## config.mk

```make
export PLATFORM = sky130hd
export DESIGN_NAME = touch_link_master
export DESIGN_NICKNAME = d
export VERILOG_FILES = /design/src/rtl/tl_pkg.sv /design/src/rtl/tl_sync.sv /design/src/rtl/tl_timer.sv /design/src/rtl/tl_shifter.sv /design/src/rtl/touch_link_master.sv
export SDC_FILE = /design/constraint.sdc
export NUM_CORES = 1
export LEC_CHECK = 0
export ABC_CLOCK_PERIOD_IN_PS = 2980
export BUFFER_PORTS_ARGS = -buffer_cell sky130_fd_sc_hd__buf_2
export CORE_MARGIN = 1.5
export CORE_UTILIZATION = 55
export DETAILED_ROUTE_END_ITERATION = 12
export PLACE_DENSITY_LB_ADDON = 0.08
export SYNTH_ARGS = -nofsm -noshare
export SYNTH_HDL_FRONTEND = slang
export SYNTH_HIERARCHICAL = 1
export SYNTH_SLANG_ARGS = --single-unit
```

## constraint.sdc

```tcl
create_clock -name clk -period 2.98 [get_ports clk]
set_input_delay 0.149 -clock clk [delete_from_list [all_inputs] [get_ports clk]]
set_output_delay 0.149 -clock clk [all_outputs]
set_load 0.005 [all_outputs]
```

## src/rtl/tl_pkg.sv

```systemverilog
package tl_pkg;

    typedef enum logic [2:0] {
        ST_IDLE     = 3'd0,
        ST_WAIT_RDY = 3'd1,
        ST_SETUP    = 3'd2,
        ST_CLK_LO   = 3'd3,
        ST_CLK_HI   = 3'd4,
        ST_DONE     = 3'd5
    } tl_state_e;

endpackage

```

## src/rtl/tl_sync.sv

```systemverilog
module tl_sync #(
    parameter int WIDTH  = 2,
    parameter int STAGES = 2
) (
    input  logic             clk,
    input  logic             rst_n,
    input  logic [WIDTH-1:0] d,
    output logic [WIDTH-1:0] q
);

    logic [WIDTH-1:0] stage_q [STAGES];

    for (genvar s = 0; s < STAGES; s++) begin : g_stage
        if (s == 0) begin : g_first
            always_ff @(posedge clk or negedge rst_n) begin
                if (!rst_n) stage_q[0] <= '0;
                else        stage_q[0] <= d;
            end
        end else begin : g_next
            always_ff @(posedge clk or negedge rst_n) begin
                if (!rst_n) stage_q[s] <= '0;
                else        stage_q[s] <= stage_q[s-1];
            end
        end
    end

    assign q = stage_q[STAGES-1];

endmodule

```

## src/rtl/tl_timer.sv

```systemverilog
module tl_timer #(
    parameter int CW = 12
) (
    input  logic          clk,
    input  logic          rst_n,
    input  logic          load,
    input  logic [CW-1:0] load_val,
    output logic          expired
);

    logic [CW-1:0] cnt_q;

    always_ff @(posedge clk or negedge rst_n) begin
        if (!rst_n) begin
            cnt_q <= '0;
        end else if (load) begin
            cnt_q <= load_val;
        end else if (cnt_q != '0) begin
            cnt_q <= cnt_q - 1'b1;
        end
    end

    assign expired = (cnt_q == '0);

endmodule

```

## src/rtl/tl_shifter.sv

```systemverilog
module tl_shifter #(
    parameter int BITS = 24
) (
    input  logic            clk,
    input  logic            rst_n,
    input  logic            load,
    input  logic [BITS-1:0] load_word,
    input  logic            shift,
    input  logic            ser_in,
    output logic [BITS-1:0] word
);

    logic [BITS-1:0] word_q;

    always_ff @(posedge clk or negedge rst_n) begin
        if (!rst_n) begin
            word_q <= '0;
        end else if (load) begin
            word_q <= load_word;
        end else if (shift) begin
            word_q <= {word_q[BITS-2:0], ser_in};
        end
    end

    assign word = word_q;

endmodule

```

## src/rtl/touch_link_master.sv

```systemverilog
module touch_link_master
    import tl_pkg::*;
#(
    parameter int FRAME_BITS = 24,
    parameter int SETUP_CYC  = 2500,
    parameter int HALF_CYC   = 1000
) (
    input  logic                  clk,
    input  logic                  rst_n,
    input  logic                  req_valid,
    input  logic [FRAME_BITS-1:0] req_cmd,
    output logic                  busy,
    output logic                  done,
    output logic [FRAME_BITS-1:0] resp_data,
    output logic                  new_data,
    output logic                  spi_cs_n,
    output logic                  spi_sclk,
    output logic                  spi_mosi,
    input  logic                  spi_miso,
    input  logic                  slave_ready,
    input  logic                  slave_change
);

    localparam int TMAX = (SETUP_CYC > HALF_CYC) ? SETUP_CYC : HALF_CYC;
    localparam int TW   = $clog2(TMAX + 1);
    localparam int BW   = $clog2(FRAME_BITS + 1);
    localparam logic [TW-1:0] SETUP_LOAD = TW'(SETUP_CYC - 1);
    localparam logic [TW-1:0] HALF_LOAD  = TW'(HALF_CYC - 1);
    localparam logic [BW-1:0] LAST_BIT   = BW'(FRAME_BITS - 1);

    // Synchronized slave status lines.
    logic [1:0] sync_in;
    logic [1:0] sync_out;
    logic       rdy_sync;

    assign sync_in = {slave_change, slave_ready};

    tl_sync #(
        .WIDTH (2),
        .STAGES(2)
    ) u_sync (
        .clk  (clk),
        .rst_n(rst_n),
        .d    (sync_in),
        .q    (sync_out)
    );

    assign rdy_sync = sync_out[0];
    assign new_data = sync_out[1];

    // State machine controls.
    tl_state_e       state_q;
    tl_state_e       state_d;
    logic            tmr_load;
    logic [TW-1:0]   tmr_val;
    logic            tmr_done;
    logic            sh_load;
    logic            sh_shift;
    logic [FRAME_BITS-1:0] sh_word;
    logic [BW-1:0]   bit_cnt;
    logic            bit_clr;
    logic            bit_inc;

    tl_timer #(
        .CW(TW)
    ) u_timer (
        .clk     (clk),
        .rst_n   (rst_n),
        .load    (tmr_load),
        .load_val(tmr_val),
        .expired (tmr_done)
    );

    tl_shifter #(
        .BITS(FRAME_BITS)
    ) u_shifter (
        .clk      (clk),
        .rst_n    (rst_n),
        .load     (sh_load),
        .load_word(req_cmd),
        .shift    (sh_shift),
        .ser_in   (spi_miso),
        .word     (sh_word)
    );

    // State register.
    always_ff @(posedge clk or negedge rst_n) begin
        if (!rst_n) state_q <= ST_IDLE;
        else        state_q <= state_d;
    end

    // Bit position counter.
    always_ff @(posedge clk or negedge rst_n) begin
        if (!rst_n) begin
            bit_cnt <= '0;
        end else if (bit_clr) begin
            bit_cnt <= '0;
        end else if (bit_inc) begin
            bit_cnt <= bit_cnt + 1'b1;
        end
    end

    // Next-state and datapath control.
    always_comb begin
        state_d  = state_q;
        tmr_load = 1'b0;
        tmr_val  = HALF_LOAD;
        sh_load  = 1'b0;
        sh_shift = 1'b0;
        bit_clr  = 1'b0;
        bit_inc  = 1'b0;
        unique case (state_q)
            ST_IDLE: begin
                if (req_valid) begin
                    state_d = ST_WAIT_RDY;
                    sh_load = 1'b1;
                end
            end
            ST_WAIT_RDY: begin
                if (rdy_sync) begin
                    state_d  = ST_SETUP;
                    tmr_load = 1'b1;
                    tmr_val  = SETUP_LOAD;
                    bit_clr  = 1'b1;
                end
            end
            ST_SETUP: begin
                if (tmr_done) begin
                    state_d  = ST_CLK_LO;
                    tmr_load = 1'b1;
                end
            end
            ST_CLK_LO: begin
                if (tmr_done) begin
                    state_d  = ST_CLK_HI;
                    tmr_load = 1'b1;
                    sh_shift = 1'b1;
                end
            end
            ST_CLK_HI: begin
                if (tmr_done) begin
                    if (bit_cnt == LAST_BIT) begin
                        state_d = ST_DONE;
                    end else begin
                        state_d  = ST_CLK_LO;
                        tmr_load = 1'b1;
                        bit_inc  = 1'b1;
                    end
                end
            end
            ST_DONE: begin
                state_d = ST_IDLE;
            end
            default: begin
                state_d = ST_IDLE;
            end
        endcase
    end

    // Registered outputs, decoded from the next state.
    logic                  cs_n_q;
    logic                  sclk_q;
    logic                  mosi_q;
    logic                  busy_q;
    logic                  done_q;
    logic [FRAME_BITS-1:0] resp_q;

    always_ff @(posedge clk or negedge rst_n) begin
        if (!rst_n) begin
            cs_n_q <= 1'b1;
            sclk_q <= 1'b1;
            mosi_q <= 1'b1;
            busy_q <= 1'b0;
            done_q <= 1'b0;
            resp_q <= '0;
        end else begin
            cs_n_q <= !((state_d == ST_SETUP) || (state_d == ST_CLK_LO) ||
                        (state_d == ST_CLK_HI));
            sclk_q <= (state_d != ST_CLK_LO);
            if ((state_d == ST_CLK_LO) && (state_q != ST_CLK_LO)) begin
                mosi_q <= sh_word[FRAME_BITS-1];
            end
            busy_q <= (state_d != ST_IDLE);
            done_q <= (state_d == ST_DONE);
            if (state_d == ST_DONE) begin
                resp_q <= sh_word;
            end
        end
    end

    assign spi_cs_n  = cs_n_q;
    assign spi_sclk  = sclk_q;
    assign spi_mosi  = mosi_q;
    assign busy      = busy_q;
    assign done      = done_q;
    assign resp_data = resp_q;

endmodule

```

==> Word level (Yosys, flattened, before mapping) <==
Cells that the tools add are included.
{ "word_totals": {"ff_bits": 77, "in_bits": 30, "out_inout_bits": 30, "wordCells": 62} }
{ "op_classes": {"add_sub_neg": 2, "n_eq_ne": 11, "n_mux": 25, "reduce_logical": 12} }
{ "op_table": {"columns": ["operator", "count"], "rows": [
  ["two-way mux 12 bit", 4],
  ["two-way mux 24 bit", 2],
  ["two-way mux 3 bit", 6],
  ["one-hot mux 3 bit (5 select lines)", 1],
  ["== test 3 x 2 -> 1 bit (second input constant)", 4],
  ["zero test 12 bit", 1],
  ["nonzero test 12 bit", 1],
  ["subtractor 12 x 1 -> 12 bit (second input constant)", 1],
  ["two-way mux 5 bit", 2],
  ["== test 3 bit (second input constant)", 3],
  ["two-way mux 1 bit", 9],
  ["!= test 3 x 2 -> 1 bit (second input constant)", 2],
  ["nonzero test 2 bit", 3],
  ["adder 5 x 1 -> 5 bit (second input constant)", 1],
  ["== test 5 bit (second input constant)", 1],
  ["== test 3 x 1 -> 1 bit (second input constant)", 1],
  ["zero test 3 bit", 1],
  ["one-hot mux 1 bit (3 select lines)", 1],
  ["nonzero test 3 bit", 1],
  ["logical OR 1 bit", 2],
  ["OR reduction 2 bit", 1],
  ["logical AND 1 bit", 1],
  ["zero test 1 bit", 1]
]} }

==> Longest topological paths before layout <==
Gate-level depths: netlist of run 1.
{ "depth": {"ltp_word": 8, "depth_mapped": 12, "depth_no_buf": 10} }

==> Hierarchy <==
The synthesis of run 1 kept the hierarchy.
{ "modules_own_cells": {"columns": ["mod", "n_inst", "cells_each", "area_each_um2", "seq_area_each_um2"], "rows": [
  ["touch_link_master", 1, 113, 1664.1, 929.6],
  ["tl_shifter", 1, 104, 1127.3, 600.6],
  ["tl_timer", 1, 72, 730.7, 300.3],
  ["tl_sync", 1, 6, 115.1, 100.1]
]} }

==> Worst setup path before layout of run 1 <==
Ideal clock, no wire load.
{ "synth_timing": {"path_kind": "reg2reg", "from": "reg u_timer.cnt_q[0]", "to": "reg u_timer.cnt_q[10]", "setup_time_ns": 0.121, "arrival_time_ns": 2.335, "required_ns": 2.859, "slack_ns": 0.524, "path_stages_with_launch": 12, "n_path_buf": 2, "synth_period_minus_slack_ns": 2.456, "cell_sequence": "dfrtp_1 -> inv_1 -> ha_1 -> nor4b_2 -> nand3_1 -> inv_2 -> and3_1 -> buf_4 -> o21bai_1 -> clkbuf_1 -> nor2_1 -> a22o_1"} }
{ "synth_between": {"elab_chain_len": 4, "word_cells_on_any_way": 9, "classes_between": "add/sub (1); mux (5); reduce/logical (3)"} }
{ "synth_rtl": {"columns": ["item", "line", "text"], "rows": [
  ["start: declaration", "tl_timer.sv:11", "logic [CW-1:0] cnt_q;"],
  ["start signal: assignment", "tl_timer.sv:17", "cnt_q <= load_val;"],
  ["start signal: assignment", "tl_timer.sv:19", "cnt_q <= cnt_q - 1'b1;"],
  ["zero test 12 bit *", "tl_timer.sv:23", "assign expired = (cnt_q == '0);"],
  ["via tmr_done", "touch_link_master.sv:56", "logic tmr_done;"],
  ["two-way mux 1 bit (on tied branches)", "touch_link_master.sv:141, touch_link_master.sv:128, touch_link_master.sv:134", null],
  ["one-hot mux 1 bit (3 select lines) *", "touch_link_master.sv:112", "unique case (state_q)"],
  ["via tmr_load", "touch_link_master.sv:54", "logic tmr_load;"],
  ["two-way mux 12 bit or nonzero test 2 bit (tied branches)", null, null]
]} }
Mark *: on every way through the listed nets, which the timed path passes. The rest lies on a longest branch. The select of a mux whose other input is x is not followed.
A chain may end at the register's enable or synchronous reset.

==> Worst setup path in the final report of run 1 <==
{ "layout_timing": {"from": "reg u_timer.cnt_q[0]", "to": "reg resp_q[19], in the netlist resp_data[19]"} }
{ "layout_between": {"elab_chain_len": 4, "word_cells_on_any_way": 6, "classes_between": "eq/ne (1); mux (4); reduce/logical (1)"} }
{ "layout_rtl": {"columns": ["item", "line", "text"], "rows": [
  ["zero test 12 bit *", "tl_timer.sv:23", null],
  ["via tmr_done", "touch_link_master.sv:56", null],
  ["two-way mux 3 bit (on tied branches)", "touch_link_master.sv:141, touch_link_master.sv:128, touch_link_master.sv:134", null],
  ["one-hot mux 3 bit (5 select lines) *", "touch_link_master.sv:112", null],
  ["via state_d[0]", "touch_link_master.sv:53", "tl_state_e state_d;"],
  ["== test 3 bit *", "touch_link_master.sv:185", "if (state_d == ST_DONE) begin"],
  ["end signal: assignment", "touch_link_master.sv:186", "resp_q <= sh_word;"],
  ["end: declaration", "touch_link_master.sv:166", "logic [FRAME_BITS-1:0] resp_q;"]
]} }
Mark *: on every way through the listed nets, which the timed path passes. The rest lies on a longest branch.

==> results of run 1 <==
[tightest hold or removal path: stages]
cell     delay (ns)
buf_2          0.07
nand2_1        0.04
o21ai_0        0.06
[cell usage after synthesis (2+ instances only)]
| cell type | n | area share |
|---|---|---|
| buf_6 | 2 | 0.0062 |
| nor2_1 | 8 | 0.0083 |
| clkbuf_1 | 4 | 0.0041 |
| nand3_1 | 3 | 0.0041 |
| and3b_1 | 2 | 0.0048 |
| o31ai_1 | 2 | 0.0041 |
| o21ai_1 | 23 | 0.032 |
| buf_2 | 3 | 0.0041 |
| xnor2_1 | 5 | 0.012 |
| buf_12 | 4 | 0.022 |
| a21o_1 | 2 | 0.0041 |
| inv_1 | 5 | 0.0052 |
| dfrtp_1 | 74 | 0.51 |
| a21oi_1 | 6 | 0.0083 |
| nand4_1 | 2 | 0.0034 |
| o21ai_0 | 5 | 0.0069 |
| mux2_1 | 6 | 0.019 |
| nor4b_2 | 2 | 0.0083 |
| mux2_4 | 19 | 0.078 |
| xor2_1 | 4 | 0.0096 |
| nand2_1 | 36 | 0.037 |
| nor3b_1 | 2 | 0.0041 |
| nor4_2 | 2 | 0.0069 |
| o31a_1 | 3 | 0.0072 |
| conb_1 | 2 | 0.0021 |
| dfstp_2 | 3 | 0.022 |
| nor2b_1 | 4 | 0.0069 |
| a22o_1 | 3 | 0.0072 |
| ha_1 | 3 | 0.010 |
| mux2i_1 | 27 | 0.074 |
| buf_4 | 4 | 0.0083 |
| nor3_1 | 2 | 0.0028 |
[flip-flops by register name, indices dropped and copies added (netlist names)]
signal	count
spi_cs_n	1
u_shifter/word	24
state_q	3
u_timer/cnt_q	12
resp_data	24
spi_mosi	1
spi_sclk	1
done	1
bit_cnt	5
u_sync/q	2
busy	1
u_sync/stage_q	2
[cell families (layout without fill, tap and decap cells)]
kind of cell | count (synthesis) | after routing | synth area share
mux | 53 | 53 | 0.174
other cells | 2 | 8 | 0.00206
xor+xnor | 9 | 9 | 0.0217
simple gates | 75 | 76 | 0.117
compound gates | 52 | 52 | 0.0884
fa+ha+maj | 3 | 3 | 0.0103
buf+inv | 24 | 90 | 0.0550
flops | 77 | 77 | 0.531
[timing repair]
action / CTS / global route
setup endpoints to repair: 0 / 24
hold endpoints to repair: 73 / 0
hold buffers: 3 / 0
gates resized for setup: 0 / 1
[cell type report]
cell class | instances | area share
inverter | 6 | 0.00535
tap | 77 | 0.0229
multi-input combinational | 201 | 0.368
sequential | 77 | 0.459
clock buffer | 10 | 0.0303
clock inverter | 6 | 0.0265
timing repair buffer | 68 | 0.0886
[per-layer routing]
layer  global-route usage  share of wire
met5                    0              0
met4               0.0700          0.011
met3               0.0374          0.042
met2                0.326           0.46
met1                0.299           0.49
[how the worst max path moves through the flow]
stage | endpoint | slack, ns | cells after the start
6_report | resp_data[19]$_DFFE_PN0N_ | 0.21 | 9
5_1_grt | resp_data[19]$_DFFE_PN0N_ | 0.04 | 9
4_1_cts | resp_data[19]$_DFFE_PN0N_ | 0.13 | 9
3_5_place_dp | resp_data[19]$_DFFE_PN0N_ | 0.15 | 9
3_3_place_gp | resp_data[18]$_DFFE_PN0N_ | 0.32 | 9
2_1_floorplan | u_timer/cnt_q[10]$_DFFE_PN0P_ | 0.52 | 11
[report_power, final]
group	leakage, nW	internal [mW]	total (mW)	switching (mW)
Combinational	0.884	0.400	0.787	0.386
Sequential	0.980	1.36	1.66	0.304
Clock	0.116	0.557	0.938	0.381
Total	1.98	2.32	3.39	1.07
==> impl_results.md, run 1 <==
* Outcome: finished clean
* Die H at ~84 µm
* Final std cells w/o fill at 445
* Capturing point of the worst reg2reg path: resp_data[19]$_DFFE_PN0N_
* Nets at a little under 400
* ANT cells at 0
* Commonest non-fill, non-tap cell in the layout: dfrtp_1
* Max-cap violations at 0
* # fillers at 507
* Die ar. at between 7000 and 8000 µm²
* Clock-pin slew on the worst setup and hold paths at about 0.08 ns
* Drt total wl at 6980 µm
* Clock root buffer: clkbuf_8
* DR iter-0 viols at between 90 and 100
* Clk_lat worst skew at ~0.34 ns
* Yosys warns at 6
* HP Start: req_cmd[0]
* Setup_tns at 0 ns
* Post-CTS Setup Bufs at 0
* Pwr/cell area at about 800 nW/µm²
* DP Area at approximately 3900 µm²
* VDD IR max at 0.000530 V
* CTS sink cnt at between 70 and 80
* CTS buffer count at 9
* R2R Setup Slk at 0.21 ns
* FMAX at ~360 MHz
* Htree depth at 3
* R2R Path Start: u_timer/cnt_q[0]$_DFFE_PN0P_
* Primary FF master, synth: dfrtp_1
* Hold slack at about 0.014 ns
* Initial antenna violation count at 0
* ANT nets after route at 0
* CP max stage delay at between 0.4 and 0.5 ns
* RePlAce Congestion at approximately 0.83
* Critical path cell sequence: inv_1 -> ha_1 -> nor4b_2 -> nand3_1 -> inv_2 -> o21ai_1 -> o21ai_2 -> and2_4 -> mux2_1
* Worst Setup SP: u_timer/cnt_q[0]$_DFFE_PN0P_
* Core Area at around 6400 µm²
* Critical path arrival at ~3 ns
* Slowest CP cell: dfrtp_1
* Critical Path Source Type: register
* CP bufs+invs at 2
* Synth async-reset ratio at 1.00
* Power, Total at between 3 and 4 mW
* Largest net degree at the start of global routing at a little under 80
* Synth Register Bits at between 70 and 80
* Static Leak at 1.98 nW
* FF/Latch Area at slightly below 2000 µm²
* Syn avg cell area at around 12 µm²
* Setup WS post-layout at ~0.21 ns
* Endpoints failing hold at 0
* R2R depth at 9
* Bufs on Longest Clock Path at 2
* Distinct cells, synth at 55
* Fin crit share at 0.930
* Layout area overhead at 15.7%
* Hold Path End: u_shifter/word[0]$_DFFE_PN0P_
* Sequential-to-total area share from yosys stat at 0.531
* First-pass GRT wire length at ~12000 µm
* Multi-input logic area at 1550 µm²
* EDFF count, synth at 0
* Final non-filler cell area at approximately 4200 µm²
* Hold depth at 3
* Placed insts at around 430
* Port bufs at between 50 and 60
* Worst EP required at approximately 3.2 ns
* Vias in the first global route at ~2500
* Die Wd at 84.3 µm
* Global Route Usage Sum at 0.209
* Initial DRT Pass Iterations at 4
* RSZ-0062 raised after global routing: no
* Avg Vias per Cell at ~5.4
* Worst Tran Pin Value at 0.949 ns
* Pre-CTS setup slack at ~0.15 ns
* Synthesized area at roughly 3600 µm²
* Final setup violation count at 0
* Layout cells sized above 1 at 0.315
* Utilization after layout at 0.659
* Routed len/inst at 15.7 µm
* HPWL after detailed placement at between 4000 and 5000 µm
* Period minus WS final at 2.77 ns
* Worst Path Max Fanout at 13
* Clock skew at roughly 0.0084 ns
* Global route overflow at 0
* DR vias at ~2400
* Commonest non-fill, non-tap cells in the layout: 74 x dfrtp_1, 58 x buf_2, 36 x nand2_1
* Standard-cell row count at 29
* CTS tree: yes
* Slew HR at 0.367
* Hold Path Class: primary input to register
* Top delay family on crit path: simple AND/OR/NAND/NOR gates
* Remaining DRCs at 0
* Initial core utilization at 0.570
* I/O pins at 60
* Final Slew Violations at 0
* Setup crit end kind: register
* Cells after synthesis at between 200 and 300
* Kind of critical path: register to register
(Power assumes the default switching activity.)
==> inputs of run 2 (changes only) <==
--- a/config.mk
+++ b/config.mk
@@ -11,5 +11,5 @@
 export CORE_UTILIZATION = 55
 export DETAILED_ROUTE_END_ITERATION = 12
-export PLACE_DENSITY_LB_ADDON = 0.08
+export PLACE_DENSITY = 0.9
 export SYNTH_ARGS = -nofsm -noshare
 export SYNTH_HDL_FRONTEND = slang
==> constraint.sdc (replaced) <==
create_clock -name clk -period 2.98 [get_ports clk]
set_input_delay 0.596 -clock clk [delete_from_list [all_inputs] [get_ports clk]]
set_output_delay 0.596 -clock clk [all_outputs]
set_load 0.005 [all_outputs]
==> impl_results.md, run 2 (same netlist as run 1, synthesis figures left out) <==
* Final Slew Violations at 0 (unchanged)
* Remaining DRCs at 0 (unchanged)
* Standard-cell row count at 29 (unchanged)
* FMAX at 372 MHz (+3.0%)
* Pwr/cell area at 772 nW/µm² (-4.1%)
* Met3 Track Usage GR at 0.0374 (unchanged)
* Commonest non-fill, non-tap cells in the layout: 74 x dfrtp_1, 58 x buf_2, 36 x nand2_1
* Clock skew at 0.0123 ns (+0.00392 ns)
* Hold Path Class: primary input to register
* Die H at 84.3 µm (unchanged)
* Max-cap violations at 0 (unchanged)
* Critical path arrival at 2.93 ns (-0.07 ns)
* HPWL after detailed placement at 4590 µm (+4.3%)
* Period minus WS final at 2.69 ns (-0.0810 ns)
* Clock root buffer: clkbuf_8
* Outcome: finished clean
* Setup crit end kind: register
* CP max stage delay at 0.41 ns (about the same)
* ANT cells at 0 (unchanged)
* Slowest CP cell: dfrtp_1
* DR vias at 2424 (+1.5%)
* Endpoints failing hold at 0 (unchanged)
* Worst Tran Pin Value at 0.945 ns (-0.00389 ns)
* Hold Buf Count CTS at 0 (-3)
* Initial antenna violation count at 0 (unchanged)
* Core Area at 6390 µm² (unchanged)
* CTS-repair resized insts at 0 (unchanged)
* VDD IR max at 0.000408 V (-23%)
* Global Route Usage Sum at 0.200 (-0.00941)
* Layout cells sized above 1 at 0.322 (+0.00719)
* Initial DRT Pass Iterations at 4 (unchanged)
* GRT Max-Usage Layer: met2
* Post-CTS Setup Bufs at 0 (unchanged)
* Fin crit share at 0.903 (-0.0272)
* Routed len/inst at 15.2 µm (-2.9%)
* I/O pins at 60 (unchanged)
* Power, Total at 3.19 mW (-5.8%)
* Slew HR at 0.370 (+0.00259)
* Nets at 394 (-0.51%)
* CTS buffer count at 9 (unchanged)
* Critical path cell sequence: inv_1 -> ha_1 -> nor4b_2 -> nand3_1 -> inv_2 -> o21ai_1 -> o21ai_2 -> and2_4 -> mux2_1
* Worst Path Max Fanout at 13 (unchanged)
* RePlAce Congestion at 0.865 (+4.6%)
* Die Wd at 84.3 µm (unchanged)
* Worst EP required at 3.22 ns (+0.02 ns)
* Vias in the first global route at 2421 (-1.2%)
* Commonest non-fill, non-tap cell in the layout: dfrtp_1
* Largest net degree at the start of global routing at 78 (unchanged)
* Kind of critical path: register to register
* Bufs on Longest Clock Path at 2 (unchanged)
* GR Util met1 at 0.266 (-0.0334)
* Avg Vias per Cell at 5.47 (+2.0%)
* Critical Path Source Type: register
* DR iter-0 viols at 171 (+86%)
* Utilization after layout at 0.647 (-0.0116)
* CTS sink cnt at 77 (unchanged)
* Drt total wl at 6750 µm (-3.3%)
* Global route overflow at 0 (unchanged)
* Setup_tns at 0 ns (unchanged)
* Final setup violation count at 0 (unchanged)
* RSZ-0062 raised after global routing: no
* Layout area overhead at 13.7%
* Clk_lat worst skew at 0.36 ns (+0.02 ns)
* GRT met2 Usage at 0.319 (-0.00727)
* ANT nets after route at 0 (unchanged)
* CTS tree: yes
* Initial core utilization at 0.570 (unchanged)
* # fillers at 475 (-6.3%)
* Htree depth at 3 (unchanged)
* Static Leak at 1.95 nW (-1.7%)
* Die ar. at 7110 µm² (unchanged)
* Port bufs at 59 (unchanged)
* Clock-pin slew on the worst setup and hold paths at 0.08 ns (about the same)
* First-pass GRT wire length at 11200 µm (-5.7%)
==> run 2: changes by cell type in the layout (fill, tap and decap cells not counted) <==
| cell | change |
|---|---|
| bufinv_16 | -3 |
| dlygate4sd3_1 | -3 |
| inv_6 | +3 |
| inv_8 | +2 |
| buf_4 | +1 |
| clkbuf_1 | -1 |
| clkinv_2 | -1 |
| clkinv_4 | -1 |
| clkinvlp_4 | +1 |
==> run 2: worst max-delay path: cells and delay by family (launching register included) <==
kind | cells | cell delay (ns)
buffers and inverters | 2 | 0.34
AND/OR/NAND/NOR | 3 | 0.95
multiplexers | 1 | 0.35
flip-flops | 1 | 0.41
AO/OA/AOI/OAI | 2 | 0.37
adder cells (fa/ha/maj) | 1 | 0.16
==> run 2: final timing paths <==
path / start / end / slack [ns] / depth (start not counted)
min in group asynchronous: rst_n / u_timer/cnt_q[8]$_DFFE_PN0P_ / 0.35 / 1
hold reg to reg: u_sync/stage_q[3]$_DFF_PN0_ / u_sync/q[1]$_DFF_PN0_ / 0.36 / 0
max in group asynchronous: rst_n / u_timer/cnt_q[9]$_DFFE_PN0P_ / 1.98 / 1
setup / recovery: u_timer/cnt_q[0]$_DFFE_PN0P_ / resp_data[17]$_DFFE_PN0N_ / 0.29 / 9
hold / removal: slave_ready / u_sync/stage_q[2]$_DFF_PN0_ / 0.34 / 1
setup reg to reg: u_timer/cnt_q[0]$_DFFE_PN0P_ / resp_data[17]$_DFFE_PN0N_ / 0.29 / 9
==> run 2: routing by layer <==
metal | vias to the layer above | wire, µm
met4 | 0 | 101
met3 | 11 | 265
li1 | 1159 | -
met1 | 1186 | 3050
met2 | 68 | 3330
met5 | - | 0
==> run 2: layout make-up <==
type                            count  area (µm²)  share of cell area
Timing Repair Buffer               66         350              0.0847
Multi-Input combinational cell    201        1550               0.374
Sequential cell                    77        1930               0.467
Inverter                            6        22.5             0.00545
Clock inverter                      7        63.8              0.0154
Tap cell                           77        96.3              0.0233
Clock buffer                        9         124              0.0300
==> run 2: stage by stage <==
step | hold slack (ns) | cell area (µm²) | setup slack (ns) | cells
after global routing | 0.330 | 4130 | 0.0428 | 443
after detailed placement | 0.342 | 3940 | 0.180 | 426
after global placement | 0.340 | 3940 | 0.355 | 426
after floorplan | 0.300 | 3660 | 0.524 | 301
final | 0.345 | 4130 | 0.289 | 443
after CTS | 0.335 | 4130 | 0.186 | 442
==> run 2: power by group <==
group / switching [mW] / internal [mW]
combinational: 0.385 / 0.401
clock: 0.417 / 0.322
sequential: 0.309 / 1.36
total: 1.11 / 2.08
==> inputs of run 3 (changes only) <==
Settings changed: CORE_ASPECT_RATIO from default to 1.75, CORE_UTILIZATION 55 to 45, PLACE_DENSITY 0.9 to 0.78.
==> impl_results.md, run 3 (same netlist as run 1, synthesis figures left out) <==
* Layout area overhead at 18.2%
* Clock-pin slew on the worst setup and hold paths at 0.06 ns (-0.02 ns)
* Utilization after layout at 0.544 (-0.104)
* Max-cap violations at 0 (unchanged)
* Setup_tns at 0 ns (unchanged)
* CTS buffer count at 9 (unchanged)
* Setup crit end kind: register
* Global Route Usage Sum at 0.169 (-0.0308)
* Routed len/inst at 14.9 µm (-2.4%)
* Standard-cell row count at 43 (+48%)
* DR iter-0 viols at 187 (+9.4%)
* VDD IR max at 0.000354 V (-13%)
* Die ar. at 8650 µm² (+22%)
* Largest net degree at the start of global routing at 78 (unchanged)
* Flop pwr share at 0.450 (-0.072)
* Slew HR at 0.372 (+0.00206)
* Pint at 2.62 mW (+26%)
* Post-CTS Setup Bufs at 0 (unchanged)
* Kind of critical path: register to register
* Clock skew at 0.00655 ns (-0.00576 ns)
* DP Area at 3940 µm² (about the same)
* Initial DRT Pass Iterations at 4 (unchanged)
* Power, Total at 3.70 mW (+16%)
* Initial antenna violation count at 0 (unchanged)
* # fillers at 647 (+36%)
* Switch Pwr at 1.08 mW (-2.9%)
* Placed insts at 437 (+2.6%)
* Final non-filler cell area at 4300 µm² (+4.0%)
* Switching Fraction at 0.291 (-0.0566)
* Worst Tran Pin Value at 0.942 ns (-0.00310 ns)
* Die Wd at 71.0 µm (-16%)
* Pwr/cell area at 861 nW/µm² (+12%)
* Pre-CTS setup slack at 0.190 ns (+0.0101 ns)
* Clock power share at 0.338 (+0.106)
* Endpoints failing hold at 0 (unchanged)
* Avg Vias per Cell at 5.32 (-2.8%)
* Die H at 122 µm (+45%)
* RSZ-0062 raised after global routing: no
* Hold slack at 0.346 ns (+0.00109 ns)
* Remaining DRCs at 0 (unchanged)
* Period minus WS final at 2.73 ns (+0.0391 ns)
* Final Slew Violations at 0 (unchanged)
* Clk_lat worst skew at 0.32 ns (-0.04 ns)
* First-pass GRT wire length at 11500 µm (+2.9%)
* Clock root buffer: clkbuf_16
* Logic pwr share at 0.212 (-0.034)
* Final std cells w/o fill at 452 (+2.0%)
* Worst EP required at 3.18 ns (-0.04 ns)
* Vias in the first global route at 2542 (+5.0%)
* Global route overflow at 0 (unchanged)
* Bufs on Longest Clock Path at 2 (unchanged)
* RePlAce Congestion at 0.794 (-8.3%)
* Setup WS post-layout at 0.250 ns (-0.0391 ns)
* Port bufs at 59 (unchanged)
* Commonest non-fill, non-tap cells in the layout: 74 x dfrtp_1, 58 x buf_2, 36 x nand2_1
* Hold Path Class: register to register
* ANT nets after route at 0 (unchanged)
* CTS tree: yes
* I/O pins at 60 (unchanged)
* Critical path arrival at 2.93 ns (about the same)
* Critical Path Source Type: register
* FMAX at 366 MHz (-1.4%)
* Initial core utilization at 0.460 (-0.110)
* Static Leak at 2.02 nW (+3.9%)
* Fin crit share at 0.916 (+0.0131)
* Drt total wl at 6730 µm (-0.40%)
* DR vias at 2403 (-0.87%)
* CTS sink cnt at 77 (unchanged)
* Htree depth at 3 (unchanged)
* Commonest non-fill, non-tap cell in the layout: dfrtp_1
* Final setup violation count at 0 (unchanged)
* Worst Path Max Fanout at 25 (+12)
* HPWL after detailed placement at 4620 µm (+0.61%)
* Nets at 391 (-0.76%)
* Core Area at 7910 µm² (+24%)
* Layout cells sized above 1 at 0.318 (-0.00472)
* ANT cells at 0 (unchanged)
* Outcome: finished clean
==> run 3: changes by cell type in the layout (fill, tap and decap cells not counted) <==
cell and change:
nor4b_4 +1, o21bai_1 -1, clkinv_2 +1, clkbuf_16 +9, buf_4 -2, bufinv_16 +3, inv_8 -2, o21bai_2 +1
clkbuf_8 -7, clkinvlp_4 -2, nor4b_2 -1, and2_4 -1, inv_6 -3
==> run 3: layout make-up <==
cell class | instances | area, µm² | area share
sequential | 77 | 1930 | 0.449
tap | 90 | 113 | 0.0262
clock inverter | 4 | 95.1 | 0.0221
timing repair buffer | 64 | 335 | 0.0780
inverter | 6 | 22.5 | 0.00524
clock buffer | 11 | 253 | 0.0588
multi-input combinational | 200 | 1550 | 0.361
==> run 3: power groups by stage <==
stage	combinational [mW]	clock, mW	sequential [mW]
after floorplan	0.599	0	1.59
after global placement	0.746	0	1.66
after detailed placement	0.780	0	1.68
after CTS	0.784	1.28	1.66
after global routing	0.885	1.32	1.70
final	0.786	1.25	1.67
==> run 3: routing by layer <==
metal	wire length (µm)	share of wire	track usage	up-vias
met5	0	0	0	-
met1	2730	0.41	0.189	1152
met2	3480	0.52	0.284	79
met3	283	0.042	0.0356	18
li1	-	-	-	1154
met4	238	0.035	0.116	0
==> run 3: critical path, stage by stage (launching register included) <==
cell and delay, ns:
dfrtp_1 0.40, inv_1 0.12, ha_1 0.18, nor4b_4 0.26
nand3_1 0.21, inv_2 0.22, o21ai_1 0.11, o21ai_2 0.24
and2_4 0.48, mux2_1 0.37
==> run 3: worst paths after layout <==
| check | start | slack (ns) | depth (start not counted) | endpoint |
|---|---|---|---|---|
| max reg2reg | u_timer/cnt_q[0]$_DFFE_PN0P_ | 0.25 | 9 | resp_data[17]$_DFFE_PN0N_ |
| max in group asynchronous | rst_n | 1.96 | 1 | u_shifter/word[16]$_DFFE_PN0P_ |
| min in group asynchronous | rst_n | 0.42 | 1 | resp_data[4]$_DFFE_PN0N_ |
| min | u_sync/stage_q[3]$_DFF_PN0_ | 0.35 | 0 | u_sync/q[1]$_DFF_PN0_ |
| max | u_timer/cnt_q[0]$_DFFE_PN0P_ | 0.25 | 9 | resp_data[17]$_DFFE_PN0N_ |
| min reg2reg | u_sync/stage_q[3]$_DFF_PN0_ | 0.35 | 0 | u_sync/q[1]$_DFF_PN0_ |
==> run 3: timing repair <==
action / 4_1_cts / 5_1_grt
hold buffers: 0 / 0
endpoints found under the hold margin: 0 / 0
endpoints found under the setup margin: 0 / 9
gates resized for setup: 0 / 2
